==> src/rtl/sgprd_pkg.sv <==
package sgprd_pkg;
   typedef enum logic [2:0] {
      ST_IDLE,
      ST_FETCH,
      ST_EMIT,
      ST_CNTW,
      ST_MARK,
      ST_DONE
   } sgprd_state_e;
endpackage

==> src/rtl/sgprd_chunker.sv <==
module sgprd_chunker #(
   parameter int ADDR_W = 32,
   parameter int LEN_W  = 32,
   parameter int SPAN_W = 16
) (
   input  logic [ADDR_W-1:0] cur_addr_i,
   input  logic [LEN_W-1:0]  remain_i,
   output logic [LEN_W-1:0]  emit_len_o
);
   localparam logic [LEN_W-1:0] SPAN = LEN_W'(1) << SPAN_W;
   localparam logic [LEN_W-1:0] HALF = LEN_W'(1) << (SPAN_W - 1);

   generate
      if (LEN_W <= SPAN_W) begin : g_bad_len
         $error("sgprd_chunker: LEN_W must exceed SPAN_W");
      end
   endgenerate

   logic [LEN_W-1:0] room;
   logic [LEN_W-1:0] chunk;

   always_comb begin
      room  = SPAN - LEN_W'(cur_addr_i[SPAN_W-1:0]);
      chunk = (remain_i < room) ? remain_i : room;
      // a whole span would leave an all-zero count field: take half now,
      // the next pass then lands exactly on the other half
      emit_len_o = (chunk == SPAN) ? HALF : chunk;
   end
endmodule

==> src/rtl/sgprd_entry_ctr.sv <==
module sgprd_entry_ctr #(
   parameter int DEPTH = 256,
   localparam int CW   = $clog2(DEPTH + 1)
) (
   input  logic          clk,
   input  logic          rst_n,
   input  logic          clr_i,
   input  logic          inc_i,
   output logic [CW-1:0] count_o,
   output logic          full_o
);
   always_ff @(posedge clk or negedge rst_n) begin
      if (!rst_n)     count_o <= '0;
      else if (clr_i) count_o <= '0;
      else if (inc_i) count_o <= count_o + CW'(1);
   end

   assign full_o = (count_o == CW'(DEPTH));
endmodule

==> src/rtl/sgprd_builder.sv <==
module sgprd_builder #(
   parameter int DEPTH     = 256,
   parameter int ADDR_W    = 32,
   parameter int LEN_W     = 32,
   parameter int SPAN_W    = 16,
   parameter int SEG_CNT_W = 16,
   localparam int MAW      = $clog2(2 * DEPTH),
   localparam int CW       = $clog2(DEPTH + 1)
) (
   input  logic                 clk,
   input  logic                 rst_n,
   input  logic                 start_i,
   input  logic [SEG_CNT_W-1:0] seg_count_i,
   input  logic                 seg_valid_i,
   output logic                 seg_ready_o,
   input  logic [ADDR_W-1:0]    seg_addr_i,
   input  logic [LEN_W-1:0]     seg_len_i,
   output logic                 mem_we_o,
   output logic [MAW-1:0]       mem_addr_o,
   output logic [ADDR_W-1:0]    mem_wdata_o,
   output logic                 done_o,
   output logic                 fallback_o,
   output logic [CW-1:0]        entry_count_o
);
   import sgprd_pkg::*;

   localparam int IW = $clog2(DEPTH);

   generate
      if (DEPTH < 2) begin : g_bad_depth
         $error("sgprd_builder: DEPTH must be at least 2");
      end
      if (ADDR_W <= SPAN_W) begin : g_bad_addr
         $error("sgprd_builder: ADDR_W must exceed SPAN_W so the end bit is free");
      end
      if (SEG_CNT_W < 1) begin : g_bad_seg
         $error("sgprd_builder: SEG_CNT_W must be positive");
      end
   endgenerate

   sgprd_state_e          state_q;
   logic [SEG_CNT_W-1:0]  segs_left_q;
   logic [ADDR_W-1:0]     cur_addr_q;
   logic [LEN_W-1:0]      remain_q;
   logic [LEN_W-1:0]      emit_len_q;
   logic [SPAN_W-1:0]     last_len_q;
   logic                  fb_q;
   logic [CW-1:0]         cnt_out_q;

   logic [LEN_W-1:0]      emit_len;
   logic [CW-1:0]         count;
   logic [CW-1:0]         count_m1;
   logic                  table_full;
   logic                  ctr_clr;
   logic                  ctr_inc;

   sgprd_chunker #(
      .ADDR_W (ADDR_W),
      .LEN_W  (LEN_W),
      .SPAN_W (SPAN_W)
   ) u_chunk (
      .cur_addr_i (cur_addr_q),
      .remain_i   (remain_q),
      .emit_len_o (emit_len)
   );

   sgprd_entry_ctr #(
      .DEPTH (DEPTH)
   ) u_ctr (
      .clk     (clk),
      .rst_n   (rst_n),
      .clr_i   (ctr_clr),
      .inc_i   (ctr_inc),
      .count_o (count),
      .full_o  (table_full)
   );

   assign ctr_clr  = (state_q == ST_IDLE) && start_i;
   assign ctr_inc  = (state_q == ST_CNTW);
   assign count_m1 = count - CW'(1);

   always_ff @(posedge clk or negedge rst_n) begin
      if (!rst_n) begin
         state_q     <= ST_IDLE;
         segs_left_q <= '0;
         cur_addr_q  <= '0;
         remain_q    <= '0;
         emit_len_q  <= '0;
         last_len_q  <= '0;
         fb_q        <= 1'b0;
         cnt_out_q   <= '0;
      end else begin
         unique case (state_q)
            ST_IDLE: begin
               if (start_i) begin
                  segs_left_q <= seg_count_i;
                  remain_q    <= '0;
                  fb_q        <= 1'b0;
                  cnt_out_q   <= '0;
                  state_q     <= ST_EMIT;
               end
            end
            ST_FETCH: begin
               if (seg_valid_i) begin
                  cur_addr_q  <= seg_addr_i;
                  remain_q    <= seg_len_i;
                  segs_left_q <= segs_left_q - SEG_CNT_W'(1);
                  state_q     <= ST_EMIT;
               end
            end
            ST_EMIT: begin
               if (remain_q == '0) begin
                  if (segs_left_q != '0) begin
                     state_q <= ST_FETCH;
                  end else if (count == '0) begin
                     fb_q    <= 1'b1;
                     state_q <= ST_DONE;
                  end else begin
                     state_q <= ST_MARK;
                  end
               end else if (table_full) begin
                  fb_q    <= 1'b1;
                  state_q <= ST_DONE;
               end else begin
                  emit_len_q <= emit_len;
                  state_q    <= ST_CNTW;
               end
            end
            ST_CNTW: begin
               cur_addr_q <= cur_addr_q + ADDR_W'(emit_len_q);
               remain_q   <= remain_q - emit_len_q;
               last_len_q <= emit_len_q[SPAN_W-1:0];
               state_q    <= ST_EMIT;
            end
            ST_MARK: begin
               cnt_out_q <= count;
               state_q   <= ST_DONE;
            end
            ST_DONE: begin
               state_q <= ST_IDLE;
            end
            default: state_q <= ST_IDLE;
         endcase
      end
   end

   always_comb begin
      mem_we_o    = 1'b0;
      mem_addr_o  = '0;
      mem_wdata_o = '0;
      unique case (state_q)
         ST_EMIT: begin
            if ((remain_q != '0) && !table_full) begin
               mem_we_o    = 1'b1;
               mem_addr_o  = {count[IW-1:0], 1'b0};
               mem_wdata_o = cur_addr_q;
            end
         end
         ST_CNTW: begin
            mem_we_o    = 1'b1;
            mem_addr_o  = {count[IW-1:0], 1'b1};
            mem_wdata_o = ADDR_W'(emit_len_q[SPAN_W-1:0]);
         end
         ST_MARK: begin
            mem_we_o    = 1'b1;
            mem_addr_o  = {count_m1[IW-1:0], 1'b1};
            mem_wdata_o = {1'b1, (ADDR_W-1)'(last_len_q)};
         end
         default: ;
      endcase
   end

   assign seg_ready_o   = (state_q == ST_FETCH);
   assign done_o        = (state_q == ST_DONE);
   assign fallback_o    = fb_q;
   assign entry_count_o = cnt_out_q;
endmodule

==> config.mk <==
export PLATFORM = sky130hd
export DESIGN_NAME = sgprd_builder
export DESIGN_NICKNAME = d
export VERILOG_FILES = /design/src/rtl/sgprd_pkg.sv /design/src/rtl/sgprd_chunker.sv /design/src/rtl/sgprd_entry_ctr.sv /design/src/rtl/sgprd_builder.sv
export SDC_FILE = /design/constraint.sdc
export NUM_CORES = 1
export LEC_CHECK = 0
export BUFFER_PORTS_ARGS = -buffer_cell sky130_fd_sc_hd__buf_4
export CAP_MARGIN = 40
export CORE_MARGIN = 2
export CORE_UTILIZATION = 60
export CTS_CLUSTER_DIAMETER = 100
export CTS_CLUSTER_SIZE = 10
export DETAILED_ROUTE_END_ITERATION = 7
export PLACE_DENSITY = 0.82
export SKIP_CTS_REPAIR_TIMING = 1
export SYNTH_ARGS = -nofsm -noshare
export SYNTH_HDL_FRONTEND = slang
export SYNTH_SLANG_ARGS = --single-unit
export TNS_END_PERCENT = 30
==> constraint.sdc <==
create_clock -name clk -period 4.38 [get_ports clk]
set_clock_uncertainty 0.1 [all_clocks]
set_input_delay 0.438 -clock clk [delete_from_list [all_inputs] [get_ports clk]]
set_output_delay 0.438 -clock clk [all_outputs]
set_load 0.02 [all_outputs]
# Word-level counts from Yosys, hierarchy flattened

Index checks and enable logic that the tools add are counted.

Add/subtract/negate cells: 6
$mul: 0
Div/mod/pow operators: 0
Magnitude comparators: 1
Equality and inequality tests: 12
Shift-type cells: 0
Mux-type cells: 33
Bitwise logic cells: 2
Reduce and logical (&&, ||, !) cells: 22

Operators by type and width:

| operator                                              | count |
|---|---|
| 2-to-1 mux 32 bit                                     | 6 |
| case mux 32 bit (3 select lines)                      | 2 |
| case mux 32 bit (2 select lines)                      | 1 |
| 2-to-1 mux 9 bit                                      | 4 |
| adder 32 bit                                          | 1 |
| equality test 32 x 17 -> 1 bit, second input constant | 1 |
| logical NOT 32 bit                                    | 1 |
| less-than comparator 32 bit                           | 1 |
| 2-to-1 mux 16 bit                                     | 2 |
| case mux 16 bit (2 select lines)                      | 1 |
| nonzero test 32 bit                                   | 1 |
| subtractor 32 bit                                     | 1 |
| case mux 9 bit (3 select lines)                       | 1 |
| case mux 9 bit (2 select lines)                       | 1 |
| subtractor 17 x 16 -> 18 bit, first input constant    | 1 |
| nonzero test 16 bit                                   | 1 |
| subtractor 16 x 1 -> 16 bit, second input constant    | 1 |
| 2-to-1 mux 3 bit                                      | 5 |
| case mux 3 bit (5 select lines)                       | 1 |
| nonzero test 2 bit                                    | 5 |
| adder 9 x 1 -> 9 bit, second input constant           | 1 |
| equality test 9 bit, second input constant            | 1 |
| logical NOT 9 bit                                     | 1 |
| inequality test 3 bit, second input constant          | 3 |
| other kinds (16)                                      | 32 |

Register bits: 150
Latch bits: 0
RAM bits: 0
Bits in read-only memories: 0
Input port bits: 84
Logic and storage cells: 85
Memories kept: 0

# Longest topological paths before layout

Gate-level depths: netlist of run 1.

Depth after elaboration: 5
Gate-level depth with buffers: 16

# By module

Synthesis of run 1 repeated with hierarchy kept, for this count alone.

Cells, all modules: 1,401
Area, all modules: 11,542.3 um2

Modules (own cells, without submodules):

| module          | instances | cells an instance | area an instance (um2) | seq. area each (um2) |
|---|---|---|---|---|
| sgprd_builder   | 1         | 1,196             | 9,929.5                | 3,528.4 |
| sgprd_chunker   | 1         | 156               | 1,131.1                | 0.0 |
| sgprd_entry_ctr | 1         | 49                | 481.7                  | 225.2 |

# Worst setup path after synthesis of run 1

No wires, ideal clock.

Path kind: register to register
Start point: reg cur_addr_q[4]
End point: reg emit_len_q[10]
Data arrival time: 3,083 ps
Path slack: 1,072 ps
Stages on the path, launching flop included: 15
Path through: dfrtp_1 -> nor3_1 -> nand2b_1 -> nor4_1 -> nand2_1 -> nor2_1 -> nand2_1 -> xnor2_1 -> ha_1 -> o211ai_1 -> a211o_1 -> o21ai_2 -> buf_2 -> mux2i_1 -> mux2_2

Longest elaborated chain between the ends: 5

Ends and longest elaborated chain:

| element                        | line                 | source |
|---|---|---|
| start, declared                | sgprd_builder.sv:43  | `logic [ADDR_W-1:0] cur_addr_q;` |
| start signal, assigned         | sgprd_builder.sv:105 | `cur_addr_q <= seg_addr_i;` |
| start signal, assigned         | sgprd_builder.sv:130 | `cur_addr_q <= cur_addr_q + ADDR_W'(emit_len_q);` |
| subtractor 17 x 16 -> 18 bit * | sgprd_chunker.sv:23  | `room = SPAN - LEN_W'(cur_addr_i[SPAN_W-1:0]);` |
| less-than comparator 32 bit    | sgprd_chunker.sv:24  | `chunk = (remain_i < room) ? remain_i : room;` |
| 2-to-1 mux 32 bit *            | sgprd_chunker.sv:24  |  |
| equality test 32 x 17 -> 1 bit | sgprd_chunker.sv:27  | `emit_len_o = (chunk == SPAN) ? HALF : chunk;` |
| 2-to-1 mux 32 bit *            | sgprd_chunker.sv:27  |  |
| end signal, assigned           | sgprd_builder.sv:125 | `emit_len_q <= emit_len;` |
| end, declared                  | sgprd_builder.sv:45  | `logic [LEN_W-1:0] emit_len_q;` |

Every way passes the cells marked *; elsewhere a longest branch is shown, timed or not.
A chain may end at the register's enable or synchronous reset.

# Worst setup path after layout of run 1

Start point: reg cur_addr_q[3]
End point: reg emit_len_q[16]

Same word-level chain as after synthesis.

==> results.yml, run 1 <==
floorplan:
  start_util_pct: 61.4
  die_y_um: 140
  row_count: 49
  die_x_um: 140
  die-area_mm2: 0.0196
  ios: 138
  coreArea_mm2: 0.0180
clock_network:
  cts_tree: "done"
  cts_max_path_buffers: 2
  cts_buffers: 17
  cts_sinks: 150
  clk_pin_slew_ps: 70
  worstSkewPairLatency_ps: 430
  htreeDepth: 4
  cts_root_buf: "clkbuf_16"
cells_and_area:
  layout.cells.non_filler: 1674
  regArea_mm2: 0.00375
  insertedDiodeCount: 0
  multiInputGateArea_mm2: 0.00669
  area_growth_pct: 16.7
  final_util_pct: 71.7
  layout.nets: 1600
  fin_area_mm2: 0.0129
  layout-drive-gt1-share_pct: 15.4
  nFillCells: 1470
timing:
  finalCriticalPeriod_ps: 3820
  holdWs_ps: 128
  tightest_slew_ps: 861
  setup_violations: 0
  finalSetupTns_ps: 0
  setup_slack_ps: 557
  finalMaxSlewViolations: 0
  relSlewSlack_pct: 42.4
  hold_viol: 0
  fin_crit_sh_pct: 87.3
  fmax_mhz: 262
  rsz0062_at_grt: "no"
yosys:
  synth_area_leaders: "dfrtp_1 (34%), ha_1 (9.3%), a21oi_1 (5.5%), o21ai_0 (4.8%), nand2_1 (4.0%)"
  synth_top_family_by_area: "compound AO/OA/AOI/OAI gates"
  synthMuxAreaShare_pct: 2.11
  synth_commonest_cells: "dfrtp_1 (150), a21oi_1 (122), nand2_1 (117)"
  synth_compound_area_share_pct: 25.5
  yosysTopAreaCellShare_pct: 33.9
  synth.net_count: 1494
  synthFlopType: "dfrtp_1"
  post-synth-top-count-cell: "dfrtp_1"
  ys_ff_latch: 150
  synthAdderAreaFrac_pct: 9.63
  synth_enable_flop_cells: 0
  syn_avg_cell_area_um2: 8.35
  yosys_warnings: 0
  synth_xor_area_share_pct: 5.77
  synthArstFlopShare_pct: 100
  synth-seq-area-share_pct: 33.9
  synth_largest_area_cell: "dfrtp_1"
  synth_cell_type_count: 81
  synthCells: 1326
  syn-cell-area_mm2: 0.0111
  synth-simple-area-share_pct: 17.2
placement:
  gp_congestion: 0.938
  hpwl_um: 22600
  post-place-ws_ps: 700
  dpl_cell_area_mm2: 0.0123
  io_buffers: 137
  placedCellCount: 1641
worst_setup_path:
  crit_path_end_kind: "flop"
  startpoint: "cur_addr_q[3]"
  rr_startpoint: "cur_addr_q[3]"
  reg2reg_slack_ps: 560
  crit_fanout: 25
  cp-start-kind: "flop"
  crit_required_ps: 4630
  cp.arrival_ps: 4070
  path_class: "reg2reg"
pwr:
  ir_worst_vdd_v: 0.000280
  p_leak_nw: 6.12
  power.density_mw_per_mm2: 240
  total_power_mw: 3.10
route:
  routedWlPerCell_um: 18.3
  wirelength_um: 30600
  drt_iter0_drc: 1065
  dr.pass1.iters: 6
  ant_nets: 0
  drc: 0
  vias_per_cell: 6.19
  num_vias: 10400
flow_run:
  cap_violations: 0
run_status:
  status: "finished clean"
grt:
  grt_pass1_wl_um: 50200
  antenna_found_initial: 0
  grt_pass1_vias: 9828
  grt_usage_pct: 31.5
  grt_max_degree: 72
  grt_overflow: 0
worst_hold_path:
  hp-start: "seg_count_i[0]"
  hp-class: "in2reg"
## worst paths after layout
check	to	cells after the start
setup / recovery	emit_len_q[16]	15
hold / removal	segs_left_q[0]	3
setup reg to reg	emit_len_q[16]	15
hold reg to reg	last_len_q[6]	2
max in group asynchronous	remain_q[12]	4
min in group asynchronous	last_len_q[1]	2
## power by group
group	switching, mW	total [mW]	internal, mW
Combinational	0.0525	0.111	0.0587
Sequential	0.00416	1.39	1.39
Clock	0.620	1.59	0.975
## cells in the final DEF, fill, tap and decap left out, drive strengths merged, types with 6 or more instances in the layout
cell	n
buf	157
dfrtp	150
a21oi	123
nand2	117
nor2	116
o21ai	115
inv	91
ha	82
xnor2	43
nor3	36
xor2	30
a21o	28
nand3	26
and2	21
nand2b	19
a22oi	18
clkbuf	18
a221oi	17
nor4	16
a222oi	16
a211oi	16
o21a	13
nand4	12
and3	11
mux2i	11
o21bai	11
mux2	11
a31oi	10
nor2b	9
o22ai	9
or3	7
a22o	7
o221ai	6
o31ai	6
## kinds of logic (layout without fill, tap and decap cells)
group,count (synthesis),in the layout
xor+xnor,73,73
compound gates,432,432
mux,22,22
simple gates,406,406
flops,150,150
buf+inv,159,278
fa+ha+maj,84,84
## routing by layer
metal,up-vias,part of all wire (%),GRT usage [%],routed length (µm)
li1,5017,-,-,-
met1,4867,46,46.1,14100
met2,425,45,48.0,13600
met3,51,7.2,5.40,2210
met4,0,2.0,9.21,598
met5,-,0,0,0
## critical path: stages, from the launching register on
cell      delay, ps
dfrtp_1         460
nor3_1          290
nand2b_1        170
nor4_1          360
nand2_1         190
nor2_1          220
nand2_1          90
xnor2_1         250
ha_1            280
o211ai_1        220
a31oi_1          70
nor3_1          190
o21ai_2          80
buf_4           230
or3b_1          380
a31oi_1         150
## layout make-up
cell class,instances,share of cell area [%]
inverters,88,2.56
clock buffers,18,3.40
repair buffers,158,9.43
flip-flops and latches,150,29.1
clock inverters,14,1.53
multi-input cells,1017,51.8
well taps,229,2.22
## sequential cells by signal, summed over array words and instances (netlist names)
signal,flops
cur_addr_q,32
emit_len_q,32
remain_q,32
last_len_q,16
segs_left_q,16
entry_count_o,9
u_ctr.count_o,9
state_q,3
fallback_o,1
(Power assumes the default switching activity.)
==> run 2, diff against run 1 <==
--- a/config.mk
+++ b/config.mk
@@ -5,6 +5,7 @@
 export SDC_FILE = /design/constraint.sdc
 export NUM_CORES = 1
 export LEC_CHECK = 0
+export ABC_AREA = 1
 export BUFFER_PORTS_ARGS = -buffer_cell sky130_fd_sc_hd__buf_4
 export CAP_MARGIN = 40
 export CORE_MARGIN = 2
==> results.yml, run 2 <==
timing:
  finalCriticalPeriod_ps: 3790
  hold_viol: 24
  finalSetupTns_ps: 0
  holdWs_ps: -40.1
  rsz0062_at_grt: "no"
  relSlewSlack_pct: 41.7
  setup_violations: 0
  finalMaxSlewViolations: 0
  tightest_slew_ps: 873
  fin_crit_sh_pct: 86.5
  fmax_mhz: 264
route:
  drc: 0
  wirelength_um: 34100
  ant_nets: 0
  dr.pass1.iters: 6
  num_vias: 11900
  routedWlPerCell_um: 16.6
  drt_iter0_drc: 1002
  vias_per_cell: 5.78
yosys:
  synthFlopType: "dfrtp_1"
  synthCells: 1662
  synth-seq-area-share_pct: 32.2
  synth.net_count: 1830
  synthArstFlopShare_pct: 100
  synth_commonest_cells: "nand2_1 (329), inv_1 (234), nor2_1 (163)"
  post-synth-top-count-cell: "nand2_1"
  synth_area_leaders: "dfrtp_1 (32%), nand2_1 (11%), ha_1 (8.8%), inv_1 (7.5%), a21oi_1 (6.6%)"
  ys_ff_latch: 150
  syn_avg_cell_area_um2: 7.02
  synth_enable_flop_cells: 0
  syn-cell-area_mm2: 0.0117
  yosys_warnings: 0
  synth_cell_type_count: 57
  synth_largest_area_cell: "dfrtp_1"
  yosysTopAreaCellShare_pct: 32.2
cells_and_area:
  multiInputGateArea_mm2: 0.00674
  nFillCells: 1618
  regArea_mm2: 0.00375
  reg_top3: "cur_addr_q (32), emit_len_q (32), remain_q (32)"
  layout-drive-gt1-share_pct: 13.1
  layout.nets: 1948
  layout_common_cells: "nand2_1 (328), inv_1 (234), nor2_1 (162), a21oi_1 (153), dfrtp_1 (150)"
  final_common_cell: "nand2_1"
  area_growth_pct: 15.9
worst_setup_path:
  slowest_delay_ps: 420
  cp.arrival_ps: 4060
  crit_required_ps: 4650
  rr_startpoint: "cur_addr_q[0]"
  startpoint: "cur_addr_q[0]"
  path_class: "reg2reg"
  crit_fanout: 24
  crit_top_cell: "nand2_1"
  crit_path_end_kind: "flop"
  critical_path.top_delay_family: "simple AND/OR/NAND/NOR gates"
  slowest_stage: "dfrtp_1"
  cp-start-kind: "flop"
  crit_chain: "inv_2, ha_1, nand2_1, nor2_4, nand4_1, nor3_1, nand2_1, or3_1, ha_1, nor2_1, nand3b_1, nor2_2, nand2_4, o21ai_0, nand2_1, nor2_1, nand2_1, nor2_2, nor2_1, nor2_2"
  cp.buffers_inverters: 1
placement:
  gp_congestion: 0.951
  hpwl_um: 25400
  io_buffers: 137
clock_network:
  htreeDepth: 4
  worstSkewPairLatency_ps: 440
  clk_pin_slew_ps: 60
  cts_sinks: 150
  cts_root_buf: "clkbuf_16"
  cts_max_path_buffers: 2
  cts_buffers: 17
  cts_tree: "done"
floorplan:
  coreArea_mm2: 0.0189
  die-area_mm2: 0.0206
  row_count: 50
  ios: 138
  die_y_um: 143
  die_x_um: 143
  start_util_pct: 61.7
worst_hold_path:
  hp-class: "in2async"
grt:
  grt_max_degree: 91
  grt_overflow: 0
  grt_usage_pct: 33.8
  grt_pass1_vias: 11200
  antenna_found_initial: 1
  grt_pass1_wl_um: 54900
pwr:
  swShare_pct: 52.1
  pwr-share-seq_pct: 21.8
  power.density_mw_per_mm2: 853
  p_leak_nw: 6.82
  clock_power_share_pct: 13.4
  netSwitchingPower_mw: 6.01
  p_int_mw: 5.52
  combPwrFrac_pct: 64.8
  ir_worst_vdd_v: 0.000488
run_status:
  status: "finished, violations left"
  violations: "hold timing"
flow_run:
  cap_violations: 0
[run 2: cell types whose count changed after synthesis, sizes merged, moves of 20 or more]
cell / delta
and2: -21
buf: +20
clkbuf: -40
inv: +162
xnor2: -34
a21oi: +31
nand2: +215
o21ai: +39
nor2: +57
nand3: +43
[run 2: cell families (layout without fill, tap and decap cells)]
kind of cell	Yosys count	count (layout)	synth area share [%]
xor+xnor	32	32	2.40
other cells	0	1	0
buf+inv	301	432	10.1
simple gates	646	646	23.6
fa+ha+maj	84	84	9.14
flops	150	150	32.2
compound gates	449	449	22.6
[run 2: through the flow]
stage	worst slack (ps)	instance area, µm²	util (%)	power, mW	std cells
after floorplan	1450	11700	-	7.79	1662
after global placement	832	12900	68.2	9.58	2020
after detailed placement	713	12900	68.3	9.82	2021
after CTS	629	13500	71.6	11.4	2053
after global routing	229	13500	71.6	12.6	2053
final	592	13500	71.6	11.5	2054
[run 2: metal layers]
layer / global-route usage [%] / share of wire, % / wire [µm]
met2: 56.5 / 48 / 16300
met3: 5.86 / 6.7 / 2290
met5: 0 / 0 / 0
met1: 43.8 / 42 / 14500
met4: 12.8 / 3.0 / 1030
[run 2: final cells by class]
| type | instances | area share (%) |
|---|---|---|
| repair buffers | 149 | 8.48 |
| multi-input cells | 1211 | 49.9 |
| inverters | 251 | 6.97 |
| clock inverters | 12 | 1.12 |
| diodes | 1 | 0.0185 |
| flip-flops and latches | 150 | 27.8 |
| clock buffers | 20 | 3.38 |
| well taps | 260 | 2.41 |
[run 2: final timing paths]
path                               endpoint  slack, ps  cells after the start
max in group asynchronous  entry_count_o[1]       3270                      2
hold / removal                last_len_q[8]        -40                      1
min in group clk            segs_left_q[13]        150                      3
hold reg to reg            u_ctr.count_o[8]        390                      1
setup reg to reg             emit_len_q[15]        590                     20
setup / recovery             emit_len_q[15]        590                     20
[run 2: worst reg2reg max path: cells and delay by family (launching register included)]
kind                       cells  cell delay, ps
and+or+nand+nor               16            2420
AOI/OAI and AO/OA              1             280
adders and majority gates      2             380
buffers and inverters          1             110
DFF                            1             420
[run 2: power groups by stage]
stage | clock network, mW | registers, mW | logic (mW)
3_3_place_gp | 0 | 2.51 | 7.07
4_1_cts | 1.55 | 2.51 | 7.35
2_1_floorplan | 0 | 2.34 | 5.45
3_5_place_dp | 0 | 2.53 | 7.29
6_report | 1.54 | 2.52 | 7.47
5_1_grt | 1.61 | 2.58 | 8.38
